## src/rtl/dmaseq_pkg.sv

```systemverilog
package dmaseq_pkg;

    typedef enum logic [1:0] {
        ST_IDLE = 2'd0,
        ST_RD   = 2'd1,
        ST_WR   = 2'd2
    } seq_st_e;

    typedef struct packed {
        logic [1:0] dmode;
        logic [1:0] smode;
        logic [1:0] rsel;
        logic [1:0] usize;
        logic       single;
        logic       burst;
        logic       ie;
        logic       te;
        logic       de;
    } chctl_t;

    localparam int CTLW = $bits(chctl_t);

    localparam logic [2:0] SEL_SRC = 3'd0;
    localparam logic [2:0] SEL_DST = 3'd1;
    localparam logic [2:0] SEL_CNT = 3'd2;
    localparam logic [2:0] SEL_CTL = 3'd3;
    localparam logic [2:0] SEL_GLB = 3'd4;

    localparam logic [1:0] RQ_AUTO   = 2'd0;
    localparam logic [1:0] RQ_PIN    = 2'd1;
    localparam logic [1:0] RQ_PERIPH = 2'd2;

    localparam logic [1:0] AM_INC = 2'd1;
    localparam logic [1:0] AM_DEC = 2'd2;

endpackage

```

## src/rtl/dma_req_sel.sv

```systemverilog
module dma_req_sel
    import dmaseq_pkg::*;
(
    input  logic [1:0] rsel_i,
    input  logic       pin_req_i,
    input  logic       periph_req_i,
    output logic       req_o
);

    always_comb begin
        case (rsel_i)
            RQ_AUTO:   req_o = 1'b1;
            RQ_PIN:    req_o = pin_req_i;
            RQ_PERIPH: req_o = periph_req_i;
            default:   req_o = 1'b0;
        endcase
    end

endmodule

```

## src/rtl/dma_addr_step.sv

```systemverilog
module dma_addr_step
    import dmaseq_pkg::*;
#(
    parameter int AW = 32
) (
    input  logic [AW-1:0] addr_i,
    input  logic [1:0]    mode_i,
    input  logic [1:0]    size_i,
    output logic [AW-1:0] next_o,
    output logic          misal_o
);

    logic [AW-1:0] bytes;

    always_comb begin
        case (size_i)
            2'd0:    bytes = AW'(1);
            2'd1:    bytes = AW'(2);
            default: bytes = AW'(4);
        endcase
    end

    always_comb begin
        case (size_i)
            2'd0:    misal_o = 1'b0;
            2'd1:    misal_o = addr_i[0];
            default: misal_o = |addr_i[1:0];
        endcase
    end

    always_comb begin
        case (mode_i)
            AM_INC:  next_o = addr_i + bytes;
            AM_DEC:  next_o = addr_i - bytes;
            default: next_o = addr_i;
        endcase
    end

endmodule

```

## src/rtl/dma_channel_seq.sv

```systemverilog
module dma_channel_seq
    import dmaseq_pkg::*;
#(
    parameter int AW = 32,
    parameter int DW = 32,
    parameter int CW = 16
) (
    input  logic          clk,
    input  logic          rst_n,
    input  logic          cfg_we,
    input  logic [2:0]    cfg_sel,
    input  logic [AW-1:0] cfg_wdata,
    output logic [AW-1:0] cfg_rdata,
    input  logic          req_ext,
    input  logic          req_periph,
    input  logic          nmi,
    output logic          mem_valid,
    output logic          mem_we,
    output logic [AW-1:0] mem_addr,
    output logic [1:0]    mem_size,
    output logic [DW-1:0] mem_wdata,
    input  logic          mem_ready,
    input  logic [DW-1:0] mem_rdata,
    input  logic          mem_err,
    output logic          bus_own,
    output logic          dack,
    output logic          irq
);

    localparam int NPTR = 2;

    typedef struct packed {
        logic [AW-1:0] sar;
        logic [AW-1:0] dar;
        logic [CW-1:0] cnt;
        chctl_t        ctl;
        logic          dme;
        logic          nmif;
        logic          ae;
        seq_st_e       st;
        logic [DW-1:0] hold;
    } seq_regs_t;

    seq_regs_t r_q, r_d;

    logic          req_sel;
    logic          run_en;
    logic          start_ok;
    logic          bad_align;
    logic          last_unit;
    logic          unit_done;
    logic [AW-1:0] cur_addr [NPTR];
    logic [1:0]    cur_mode [NPTR];
    logic [AW-1:0] nxt_addr [NPTR];
    logic          misal    [NPTR];

    dma_req_sel u_req_sel (
        .rsel_i       (r_q.ctl.rsel),
        .pin_req_i    (req_ext),
        .periph_req_i (req_periph),
        .req_o        (req_sel)
    );

    assign cur_addr[0] = r_q.sar;
    assign cur_addr[1] = r_q.dar;
    assign cur_mode[0] = r_q.ctl.smode;
    assign cur_mode[1] = r_q.ctl.dmode;

    for (genvar g = 0; g < NPTR; g++) begin : g_step
        dma_addr_step #(.AW(AW)) u_step (
            .addr_i  (cur_addr[g]),
            .mode_i  (cur_mode[g]),
            .size_i  (r_q.ctl.usize),
            .next_o  (nxt_addr[g]),
            .misal_o (misal[g])
        );
    end

    assign run_en    = r_q.ctl.de & r_q.dme & ~r_q.ctl.te & ~r_q.nmif & ~r_q.ae;
    assign start_ok  = run_en & (r_q.cnt != '0) & req_sel;
    assign bad_align = misal[0] | (~r_q.ctl.single & misal[1]);
    assign last_unit = (r_q.cnt == CW'(1));

    always_comb begin
        r_d       = r_q;
        unit_done = 1'b0;

        if (cfg_we) begin
            case (cfg_sel)
                SEL_SRC: r_d.sar = cfg_wdata;
                SEL_DST: r_d.dar = cfg_wdata;
                SEL_CNT: r_d.cnt = cfg_wdata[CW-1:0];
                SEL_CTL: r_d.ctl = chctl_t'(cfg_wdata[CTLW-1:0]);
                SEL_GLB: begin
                    r_d.dme  = cfg_wdata[0];
                    r_d.nmif = cfg_wdata[1];
                    r_d.ae   = cfg_wdata[2];
                end
                default: ;
            endcase
        end

        if (nmi) begin
            r_d.nmif = 1'b1;
        end

        case (r_q.st)
            ST_IDLE: begin
                if (start_ok) begin
                    r_d.st = ST_RD;
                end
            end
            ST_RD: begin
                if (!run_en) begin
                    r_d.st = ST_IDLE;
                end else if (bad_align) begin
                    r_d.ae = 1'b1;
                    r_d.st = ST_IDLE;
                end else if (mem_ready) begin
                    if (mem_err) begin
                        r_d.ae = 1'b1;
                        r_d.st = ST_IDLE;
                    end else if (r_q.ctl.single) begin
                        unit_done = 1'b1;
                    end else begin
                        r_d.hold = mem_rdata;
                        r_d.st   = ST_WR;
                    end
                end
            end
            ST_WR: begin
                if (!run_en) begin
                    r_d.st = ST_IDLE;
                end else if (mem_ready) begin
                    if (mem_err) begin
                        r_d.ae = 1'b1;
                        r_d.st = ST_IDLE;
                    end else begin
                        unit_done = 1'b1;
                    end
                end
            end
            default: r_d.st = ST_IDLE;
        endcase

        if (unit_done) begin
            r_d.cnt = r_q.cnt - 1'b1;
            r_d.sar = nxt_addr[0];
            if (!r_q.ctl.single) begin
                r_d.dar = nxt_addr[1];
            end
            if (last_unit) begin
                r_d.ctl.te = 1'b1;
                r_d.st     = ST_IDLE;
            end else if (r_q.ctl.burst) begin
                r_d.st = ST_RD;
            end else begin
                r_d.st = ST_IDLE;
            end
        end
    end

    always_ff @(posedge clk or negedge rst_n) begin
        if (!rst_n) begin
            r_q <= '0;
        end else begin
            r_q <= r_d;
        end
    end

    always_comb begin
        case (cfg_sel)
            SEL_SRC: cfg_rdata = r_q.sar;
            SEL_DST: cfg_rdata = r_q.dar;
            SEL_CNT: cfg_rdata = AW'(r_q.cnt);
            SEL_CTL: cfg_rdata = AW'(r_q.ctl);
            SEL_GLB: cfg_rdata = AW'({r_q.ae, r_q.nmif, r_q.dme});
            default: cfg_rdata = '0;
        endcase
    end

    assign mem_valid = run_en & (((r_q.st == ST_RD) & ~bad_align) | (r_q.st == ST_WR));
    assign mem_we    = (r_q.st == ST_WR);
    assign mem_addr  = (r_q.st == ST_WR) ? r_q.dar : r_q.sar;
    assign mem_size  = r_q.ctl.usize;
    assign mem_wdata = r_q.hold;
    assign bus_own   = (r_q.st != ST_IDLE);
    assign dack      = unit_done;
    assign irq       = r_q.ctl.te & r_q.ctl.ie;

    AST_DE_ABORT: assert property (@(posedge clk) disable iff (!rst_n)
        (cfg_we && cfg_sel == SEL_CTL && !cfg_wdata[0]) |=> !mem_valid);
    AST_DME_ABORT: assert property (@(posedge clk) disable iff (!rst_n)
        (cfg_we && cfg_sel == SEL_GLB && !cfg_wdata[0]) |=> !mem_valid);
    AST_NMI_ABORT: assert property (@(posedge clk) disable iff (!rst_n)
        nmi |=> !mem_valid);
    AST_BERR_STOP: assert property (@(posedge clk) disable iff (!rst_n)
        (mem_valid && mem_ready && mem_err) |=> !mem_valid);
    AST_ALIGNED: assert property (@(posedge clk) disable iff (!rst_n)
        mem_valid |-> ((mem_size == 2'd0) || (mem_size == 2'd1 && !mem_addr[0]) ||
                       (mem_size[1] && mem_addr[1:0] == 2'b00)));
    AST_CNT_DEC: assert property (@(posedge clk) disable iff (!rst_n)
        (dack && !(cfg_we && cfg_sel == SEL_CNT)) |=> (r_q.cnt == $past(r_q.cnt) - 1'b1));
    AST_CS_RELEASE: assert property (@(posedge clk) disable iff (!rst_n)
        (dack && !r_q.ctl.burst) |=> !bus_own);
    AST_IRQ_CAUSE: assert property (@(posedge clk) disable iff (!rst_n)
        $rose(irq) |-> ($past(dack) || $past(cfg_we)));

endmodule

```

## config.mk

```make
export PLATFORM = sky130hd
export DESIGN_NAME = dma_channel_seq
export DESIGN_NICKNAME = d
export VERILOG_FILES = /design/src/rtl/dmaseq_pkg.sv /design/src/rtl/dma_req_sel.sv /design/src/rtl/dma_addr_step.sv /design/src/rtl/dma_channel_seq.sv
export SDC_FILE = /design/constraint.sdc
export NUM_CORES = 1
export LEC_CHECK = 0
export BUFFER_PORTS_ARGS = -buffer_cell sky130_fd_sc_hd__buf_2
export CAP_MARGIN = 0
export CELL_PAD_IN_SITES_DETAIL_PLACEMENT = 1
export CELL_PAD_IN_SITES_GLOBAL_PLACEMENT = 2
export CORE_MARGIN = 2
export CORE_UTILIZATION = 38
export CTS_CLUSTER_DIAMETER = 80
export CTS_CLUSTER_SIZE = 40
export DETAILED_ROUTE_END_ITERATION = 16
export PLACE_DENSITY_LB_ADDON = 0.1
export SLEW_MARGIN = 0
export SYNTH_ARGS = -nofsm -noshare
export SYNTH_HDL_FRONTEND = slang
export SYNTH_HIERARCHICAL = 1
export SYNTH_SLANG_ARGS = --single-unit
```

## constraint.sdc

```tcl
create_clock -name clk -period 9.3 [get_ports clk]
set_clock_uncertainty 0.1 [all_clocks]
set_input_delay 0 -clock clk [delete_from_list [all_inputs] [get_ports clk]]
set_output_delay 0 -clock clk [all_outputs]
set_load 0.02 [all_outputs]
```

==> Word-level counts from Yosys, hierarchy flattened <==
Cells that the tools add are included.
{ "classes": {"n_eq_ne": 21, "order_cmp": 0, "mux": 46, "n_reduce_logical": 20, "bitwise": 18, "shifts": 0, "n_div": 0, "mul": 0, "n_addsub": 5} }
{ "op_table": {"columns": ["op", "n"], "rows": [
  ["$mux 32", 5],
  ["$pmux 32 s5", 1],
  ["$pmux 32 s2", 2],
  ["$mux 96", 1],
  ["$mux 80", 1],
  ["$add 32x3->32", 2],
  ["$sub 32x3->32", 2],
  ["$mux 35", 1],
  ["$mux 34", 1],
  ["$eq 16x1->1 const B", 1],
  ["$mux 1", 16],
  ["$mux 16", 1],
  ["$reduce_bool 16->1", 1],
  ["$sub 16x1->16 const B", 1],
  ["$mux 13", 1],
  ["$mux 3", 4],
  ["$reduce_bool 2->1", 6],
  ["$and 1x1->1", 10],
  ["$eq 2x1->1 const B", 5],
  ["$mux 2", 5],
  ["$eq 2x2->1 const B", 4],
  ["$ne 4x4->1 const B", 2],
  ["$pmux 1 s2", 4],
  ["$reduce_and 2->1", 4],
  ["19 further kinds", 29]
]} }
{ "totals": {"wordCells": 127, "output_inout_bits": 103, "rom_bits": 0, "regBits": 130, "input_bits": 75, "n_memories": 0, "mem_bits_rw": 0, "latchBits": 0} }

==> Logic depth before layout (Yosys ltp) <==
Gate-level depths: netlist (run 1).
{ "logic_depth": {"depth_word": 9, "depth_mapped": 15, "ltp_nobuf": 15} }

==> By module <==
The synthesis (run 1) kept the hierarchy.
{ "by_module_without_submodules": {"columns": ["mod", "cells_per_inst", "seq_area_each_um2", "n_inst", "area_each_um2"], "rows": [
  ["dma_channel_seq", 687, 3253.1, 1, 7330.8],
  ["dma_addr_step at g_step[1].u_step", 325, 0.0, 1, 2097.0],
  ["dma_addr_step at g_step[0].u_step", 313, 0.0, 1, 2090.8],
  ["dma_req_sel", 3, 0.0, 1, 23.8]
]} }

==> Worst setup path before layout (run 1) <==
Ideal clock, no wire load.
{ "synth_timing": {"kind": "reg2reg", "start": "register r_q, in the netlist cur_mode[2]", "end": "register r_q, in the netlist cur_addr[63]", "setup_slack_ns": 5.668, "setup_ns": 0.083, "period_less_slack_ns": 3.632, "n_path_buf": 0, "required_time_ns": 9.117, "arrival_ns": 3.449, "stages_incl_launch_ff": 16, "cell_sequence": "dfrtp_1 -> inv_1 -> ha_1 -> a21boi_0 -> ha_1 -> o21a_1 -> o31a_1 -> a2111oi_2 -> o21ai_1 -> nand2_1 -> o311ai_2 -> o41ai_2 -> mux2i_1 -> xnor2_1 -> nand2_1 -> o21ai_0"} }
{ "synth_rtl": {"columns": ["item", "line", "text"], "rows": [
  ["from (decl)", "dma_channel_seq.sv:44", "seq_regs_t r_q, r_d;"],
  ["from (signal assigned)", "dma_channel_seq.sv:167", "r_q <= r_d;"]
]} }

==> results of run 1 <==
power groups by stage:
stage | Clock [W] | Sequential, W | Combinational [W]
CTS | 0.000707 | 0.000831 | 0.00169
global placement | 0 | 0.000834 | 0.00164
global route | 0.000729 | 0.000855 | 0.00189
detailed placement | 0 | 0.000841 | 0.00165
finish | 0.000693 | 0.000837 | 0.00170
floorplan | 0 | 0.000760 | 0.00127
worst reg2reg max path: cells and delay by family, from the launching register on:
family	cells	cell delay (ns)
multiplexers	1	0.27
AND/OR/NAND/NOR	2	0.22
adder cells (fa/ha/maj)	2	0.95
AO/OA/AOI/OAI	8	1.85
buffers and inverters	1	0.09
XOR/XNOR	1	0.08
flip-flops	1	0.39
cell families (layout without fill, tap and decap cells):
group           count (synthesis)  in the layout
other cells                     0              1
simple gates                  390            390
buf+inv                       135            323
compound gates                379            379
mux                           167            167
xor+xnor                       51             51
flops                         130            130
fa+ha+maj                      76             76
registers in the layout (all words and copies together) (netlist names):
register   cells
mem_wdata     32
mem_size       2
cur_addr      64
r_q           28
cur_mode       4
timing repair:
item / in CTS / in global routing
hold buffers: 69 / 0
buffers inserted: 0 / 0
endpoints found under the hold margin: 202 / 0
through the flow:
step	total power (W)	hold slack [ns]	instances	setup slack, ns
2_1_floorplan	0.00203	-0.396	1328	5.67
3_3_place_gp	0.00247	0.00903	1805	5.33
3_5_place_dp	0.00249	0.0172	1805	5.25
4_1_cts	0.00323	0.0758	1906	5.24
5_1_grt	0.00347	0.105	1907	4.95
6_report	0.00323	0.0668	1907	5.21
area by class of cell:
type                            count  area (µm²)
Clock buffer                       17         425
Antenna cell                        1        2.50
Timing Repair Buffer              257        1670
Inverter                           34         128
Clock inverter                     15         161
Fill cell                        3576       16100
Tap cell                          390         488
Multi-Input combinational cell   1063        7620
Sequential cell                   130        3250
routing by layer:
| metal | wire [µm] | vias to the layer above |
|---|---|---|
| li1 | - | 5153 |
| met1 | 20500 | 5238 |
| met2 | 17900 | 198 |
| met3 | 1300 | 32 |
| met4 | 612 | 0 |
| met5 | 0 | - |
worst min-delay path by stage:
stage	end	from	depth (start not counted)
final	cur_addr[60]	rst_n	2
after global routing	r_q[36]	cfg_we	4
after CTS	r_q[36]	cfg_we	4
after detailed placement	cur_addr[60]	rst_n	1
after global placement	cur_addr[60]	rst_n	1
after floorplan	cur_addr[0]	rst_n	0
cell usage in the layout, fill, tap and decap left out, types with 5 or more instances in the layout:
cell type      instances
inv_8                  5
mux2i_1               76
ha_1                  72
o21a_1                10
mux4_2                11
a21oi_1               84
nor2_1                71
mux2_2                80
buf_2                176
a31oi_1                5
dlygate4sd3_1         69
a22o_1                16
and2_1                 6
nor2b_1               24
buf_4                 11
o21ai_1               17
or3_1                  7
o21ai_0              132
and3_1                 9
o211ai_1              17
a21o_1                19
xor2_1                18
o31ai_1                5
inv_1                 32
nand2b_1               9
nand3_1               23
nor3_1                14
nand4_1               12
o21bai_1              15
nand2_1              187
clkbuf_16             17
dfrtp_1              130
xnor2_1               33
a211oi_1              10
==> results.toml, run 1 <==
[setup_path]
start_kind = "flop"
cp_common_cell = "nand2_1"
timing.rr.start = "cur_mode[2]"
path_depth = 15
arrival_ns = 4.28
critPathBufInv = 1
timing.rr.end = "cur_addr[63]"
startpoint = "cur_mode[2]"
cpMaxStageDelayCell = "ha_2"
required_ns = 9.49
path_cells = "inv_1, ha_2, a21boi_0, ha_1, o21a_1, o31a_1, a2111oi_2, o21ai_1, nand2_1, o311ai_2, o41ai_2, mux2i_1, xnor2_1, nand2_1, o21ai_0"
criticalPathCategory = "flop to flop"
critPathMaxStageDelay_ns = 0.65
crit_family = "compound AO/OA/AOI/OAI gates"
cp-endpoint = "cur_addr[63]"
ff2ff_path_depth = 15
crit_fanout = 31
endpoint_kind = "flop"
ff2ff_setup_slack_ns = 5.21

[floorplanning]
die_h_um = 178
top_level_ports = 178
rows = 63
die-area_um2 = 31800
initial_core_util_pct = 38.7
die_width_um = 178
core_um2 = 29800

[grt]
top_usage_layer = "met2"
grt-ovfl-total = 0
grt_first_pass_wirelength_mm = 62.0
grt_max_degree = 76
grt_pass1_vias = 10500
grt_use_met3_pct = 2.90
grt_use_met2_pct = 38.7
grt_usage_pct = 25.5
met1_usage_pct = 38.3
antenna_found_initial = 1

[clocking]
cts_max_level = 4
insertion_delay_ns = 0.44
cts_resized = 0
root_buffer = "clkbuf_16"
path_clk_slew_ns = 0.07
clock-sinks = 130
cts_buffers = 17
cts_tree = "yes"
ctsLongestPathBuffers = 2

[synthesis]
synth-xor-area-share_pct = 3.87
synth_compound_gate_area_share_pct = 21.1
synth_ff_type = "dfrtp_1"
yosysTopAreaCellShare_pct = 28.2
synthSimpleGateAreaFrac_pct = 15.9
synth_seq_cells = 130
muxShareOfSynthArea_pct = 16.5
synth_area_um2 = 11500
synth_edf_count = 0
synth_most_common_cell = "nand2_1"
synthTopCellsByCount = "nand2_1 (187), o21ai_0 (132), dfrtp_1 (130), a21oi_1 (84), mux2_2 (80)"
ys_seq_area_share_pct = 28.2
synth_top_family_by_area = "compound AO/OA/AOI/OAI gates"
synthAdderAreaFrac_pct = 8.37
netlist_instances = 1328
synth_cell_types = 82
synth_fp_nets = 1479
synth.yosys.warnings = 6
ys_top_cells_by_area = "dfrtp_1 (28%), ha_1 (8.0%), mux2_2 (7.8%)"
yosysTopAreaCell = "dfrtp_1"
syn_area_per_cell_um2 = 8.69
postSynth.asyncResetShare_pct = 100

[route]
finalWirelength_mm = 40.3
drtPass1Iterations = 4
vias = 10600
drtIter0Drc = 534
drc = 0
routedWlPerCell_um = 21.1
ant_nets = 0
via_per_inst = 5.57

[power_and_ir_drop]
ir_drop_mv = 0.135
power_leakage_nw = 6.06
internal_power_w = 0.00171
p_clk_share_pct = 21.5
p_sw_w = 0.00151
combPwrFrac_pct = 52.6
seqPwrFrac_pct = 25.9
powerDensity_nw_per_um2 = 235
swShare_pct = 46.8

[finish]
utilization_pct = 46.1
drive_gt1_share_pct = 23.0
nets = 1654
fin_area_um2 = 13700
area_delta_synth_final_pct = 19.0

[timing]
relSlewSlack_pct = 23.7
tns_ns = 0
clock.fmax_ghz = 0.244
tightestPinTransition_ns = 1.14
hold_viol_final = 0
rsz0062_at_grt = "no"
setup_viol = 0
finalCriticalPeriod_ns = 4.09
fin_crit_sh_pct = 44.0
maxSlewViolCount = 0

[run_status]
outcome = "finished clean"

[job]
drv_cap = 0

[place]
dpl.hpwl_mm = 30.0
placedInstanceArea_um2 = 12500
place_congestion = 0.905
io_buffers = 177

[worst_hold_path]
hold_class = "primary input to async pin"
No activity file was read; power rests on OpenSTA's default activity.
==> inputs of run 2 (changes only) <==
- CORE_UTILIZATION: 38 -> 35
- clock period: 9.3 -> 3.8 ns (I/O delays scaled with it)
==> run 2 against run 1 <==
Non-clock buffer count grew 14. Global-route usage shrank 1.6 points. Hold slack lost 0.019 ns. Register-to-register slack lost 4.9 ns. Worst setup slack lost 4.9 ns. Maximum frequency grew 17%. Final area grew 1.1%. Largest cell class unchanged. Highest routed layer unchanged.
==> results.toml, run 2 (synthesis results as in run 1) <==
[grt]
antenna_found_initial = 2
grt_max_degree = 95
grt_usage_pct = 23.9
grt_first_pass_wirelength_mm = 62.8
grt_pass1_vias = 10800
grt-ovfl-total = 0

[finish]
final_common_cell = "nand2_1"
largest_reg_flops = 64
drive_gt1_share_pct = 23.7
area_delta_synth_final_pct = 20.4
final_cell_mix = "nand2_1 (187), buf_2 (176), o21ai_0 (132), dfrtp_1 (130), a21oi_1 (84)"
nets = 1668
fillCellCount = 3943
fin_area_um2 = 13900

[job]
drv_cap = 0

[place]
io_buffers = 177
place_congestion = 0.872
placedInstanceArea_um2 = 12600
dpl.hpwl_mm = 31.2
dp_slack_ns = 0.261

[clocking]
ctsLongestPathBuffers = 2
post_cts_buffers = 0
cts_tree = "yes"
insertion_delay_ns = 0.44
cts_max_level = 4
clock-sinks = 130
root_buffer = "clkbuf_16"
path_clk_slew_ns = 0.07
cts_buffers = 17

[setup_path]
start_kind = "flop"
ff2ff_path_depth = 16
required_ns = 4.01
arrival_ns = 3.72
crit_fanout = 20
criticalPathCategory = "flop to flop"
endpoint_kind = "flop"

[floorplanning]
top_level_ports = 178
die_width_um = 186
initial_core_util_pct = 35.5
die-area_um2 = 34400
die_h_um = 186
core_um2 = 32500
rows = 66

[power_and_ir_drop]
seqPwrFrac_pct = 25.8
combPwrFrac_pct = 53.5
p_sw_w = 0.00367
swShare_pct = 46.7
powerDensity_nw_per_um2 = 566
power_leakage_nw = 6.12
ir_drop_mv = 0.342
internal_power_w = 0.00420
p_clk_share_pct = 20.6

[timing]
tns_ns = 0
fin_crit_sh_pct = 92.3
clock.fmax_ghz = 0.285
fin_ws_ns = 0.292
setup_viol = 0
rsz0062_at_grt = "no"
hold_viol_final = 0
tightestPinTransition_ns = 0.974
maxSlewViolCount = 0
relSlewSlack_pct = 35.1
finalCriticalPeriod_ns = 3.51

[route]
finalWirelength_mm = 40.9
via_per_inst = 5.41
drtPass1Iterations = 5
routedWlPerCell_um = 20.7
vias = 10700
drtIter0Drc = 518
ant_nets = 0
drc = 0

[run_status]
outcome = "finished clean"

[worst_hold_path]
hold_class = "primary input to flop"
hold_path_depth = 6
run 2: cell types whose count changed in the layout (fill, tap and decap cells not counted):
cell and change:
clkbuf_8 +2, clkinv_8 +1, inv_8 -5, buf_4 +14
bufinv_16 -1, diode_2 +1, inv_6 +2, ha_2 +1
ha_1 -1, clkinvlp_4 +1
run 2: final timing paths:
| check | to | slack [ns] | start |
|---|---|---|---|
| hold / removal | r_q[51] | 0.05 | cfg_we |
| hold reg to reg | mem_wdata[22] | 0.40 | mem_wdata[22] |
| max in group asynchronous | mem_wdata[5] | 2.52 | rst_n |
| setup / recovery | cur_addr[56] | 0.29 | cur_mode[2] |
| setup reg to reg | cur_addr[56] | 0.29 | cur_mode[2] |
| min in group asynchronous | cur_addr[60] | 0.12 | rst_n |
run 2: worst max-delay path, cell delays in order, from the launching register on:
cell and delay, ns:
dfrtp_1 0.39, inv_1 0.08, ha_2 0.19, buf_4 0.19, buf_4 0.27, ha_1 0.36
a21o_1 0.22, o21bai_1 0.17, a21o_1 0.19, a21oi_1 0.15, o21bai_1 0.10, a211oi_1 0.34
nor2_1 0.09, xor2_1 0.15, mux2_2 0.26, nand2_1 0.05, o21ai_0 0.07
run 2: power groups by stage:
stage | combinational, W | clock [W] | sequential (W)
5_1_grt | 0.00468 | 0.00172 | 0.00207
4_1_cts | 0.00422 | 0.00166 | 0.00202
2_1_floorplan | 0.00311 | 0 | 0.00186
6_report | 0.00421 | 0.00162 | 0.00203
3_5_place_dp | 0.00413 | 0 | 0.00204
3_3_place_gp | 0.00410 | 0 | 0.00203
run 2: stage by stage:
step	total power, W	std cells	hold slack (ns)	utilization, %
after global placement	0.00613	1871	0.0881	38.8
after global routing	0.00847	1972	0.0805	42.7
after floorplan	0.00497	1328	-0.396	-
after detailed placement	0.00618	1871	0.0808	38.8
final	0.00787	1974	0.0481	42.7
after CTS	0.00790	1972	0.0231	42.7
run 2: per-layer routing:
| layer | track usage (%) | up-vias | part of all wire [%] |
|---|---|---|---|
| li1 | - | 5183 | - |
| met1 | 36.0 | 5275 | 51 |
| met2 | 36.6 | 180 | 45 |
| met3 | 2.60 | 32 | 2.7 |
| met4 | 5.29 | 0 | 1.2 |
| met5 | 0 | - | 0 |
run 2: what timing repair did:
item,CTS,global route
hold buffers,69,0
gates resized for setup,0,1
endpoints found under the hold margin,220,0
setup endpoints to repair,0,2
run 2: cell type report:
cell class / instances / area [µm²] / share of cell area (%)
Multi-Input combinational cell: 1063 / 7620 / 54.8
Sequential cell: 130 / 3250 / 23.4
Timing Repair Buffer: 271 / 1770 / 12.7
Tap cell: 442 / 553 / 3.98
Clock buffer: 19 / 453 / 3.26
Inverter: 34 / 128 / 0.918
Clock inverter: 13 / 116 / 0.837
Antenna cell: 2 / 5.00 / 0.0360
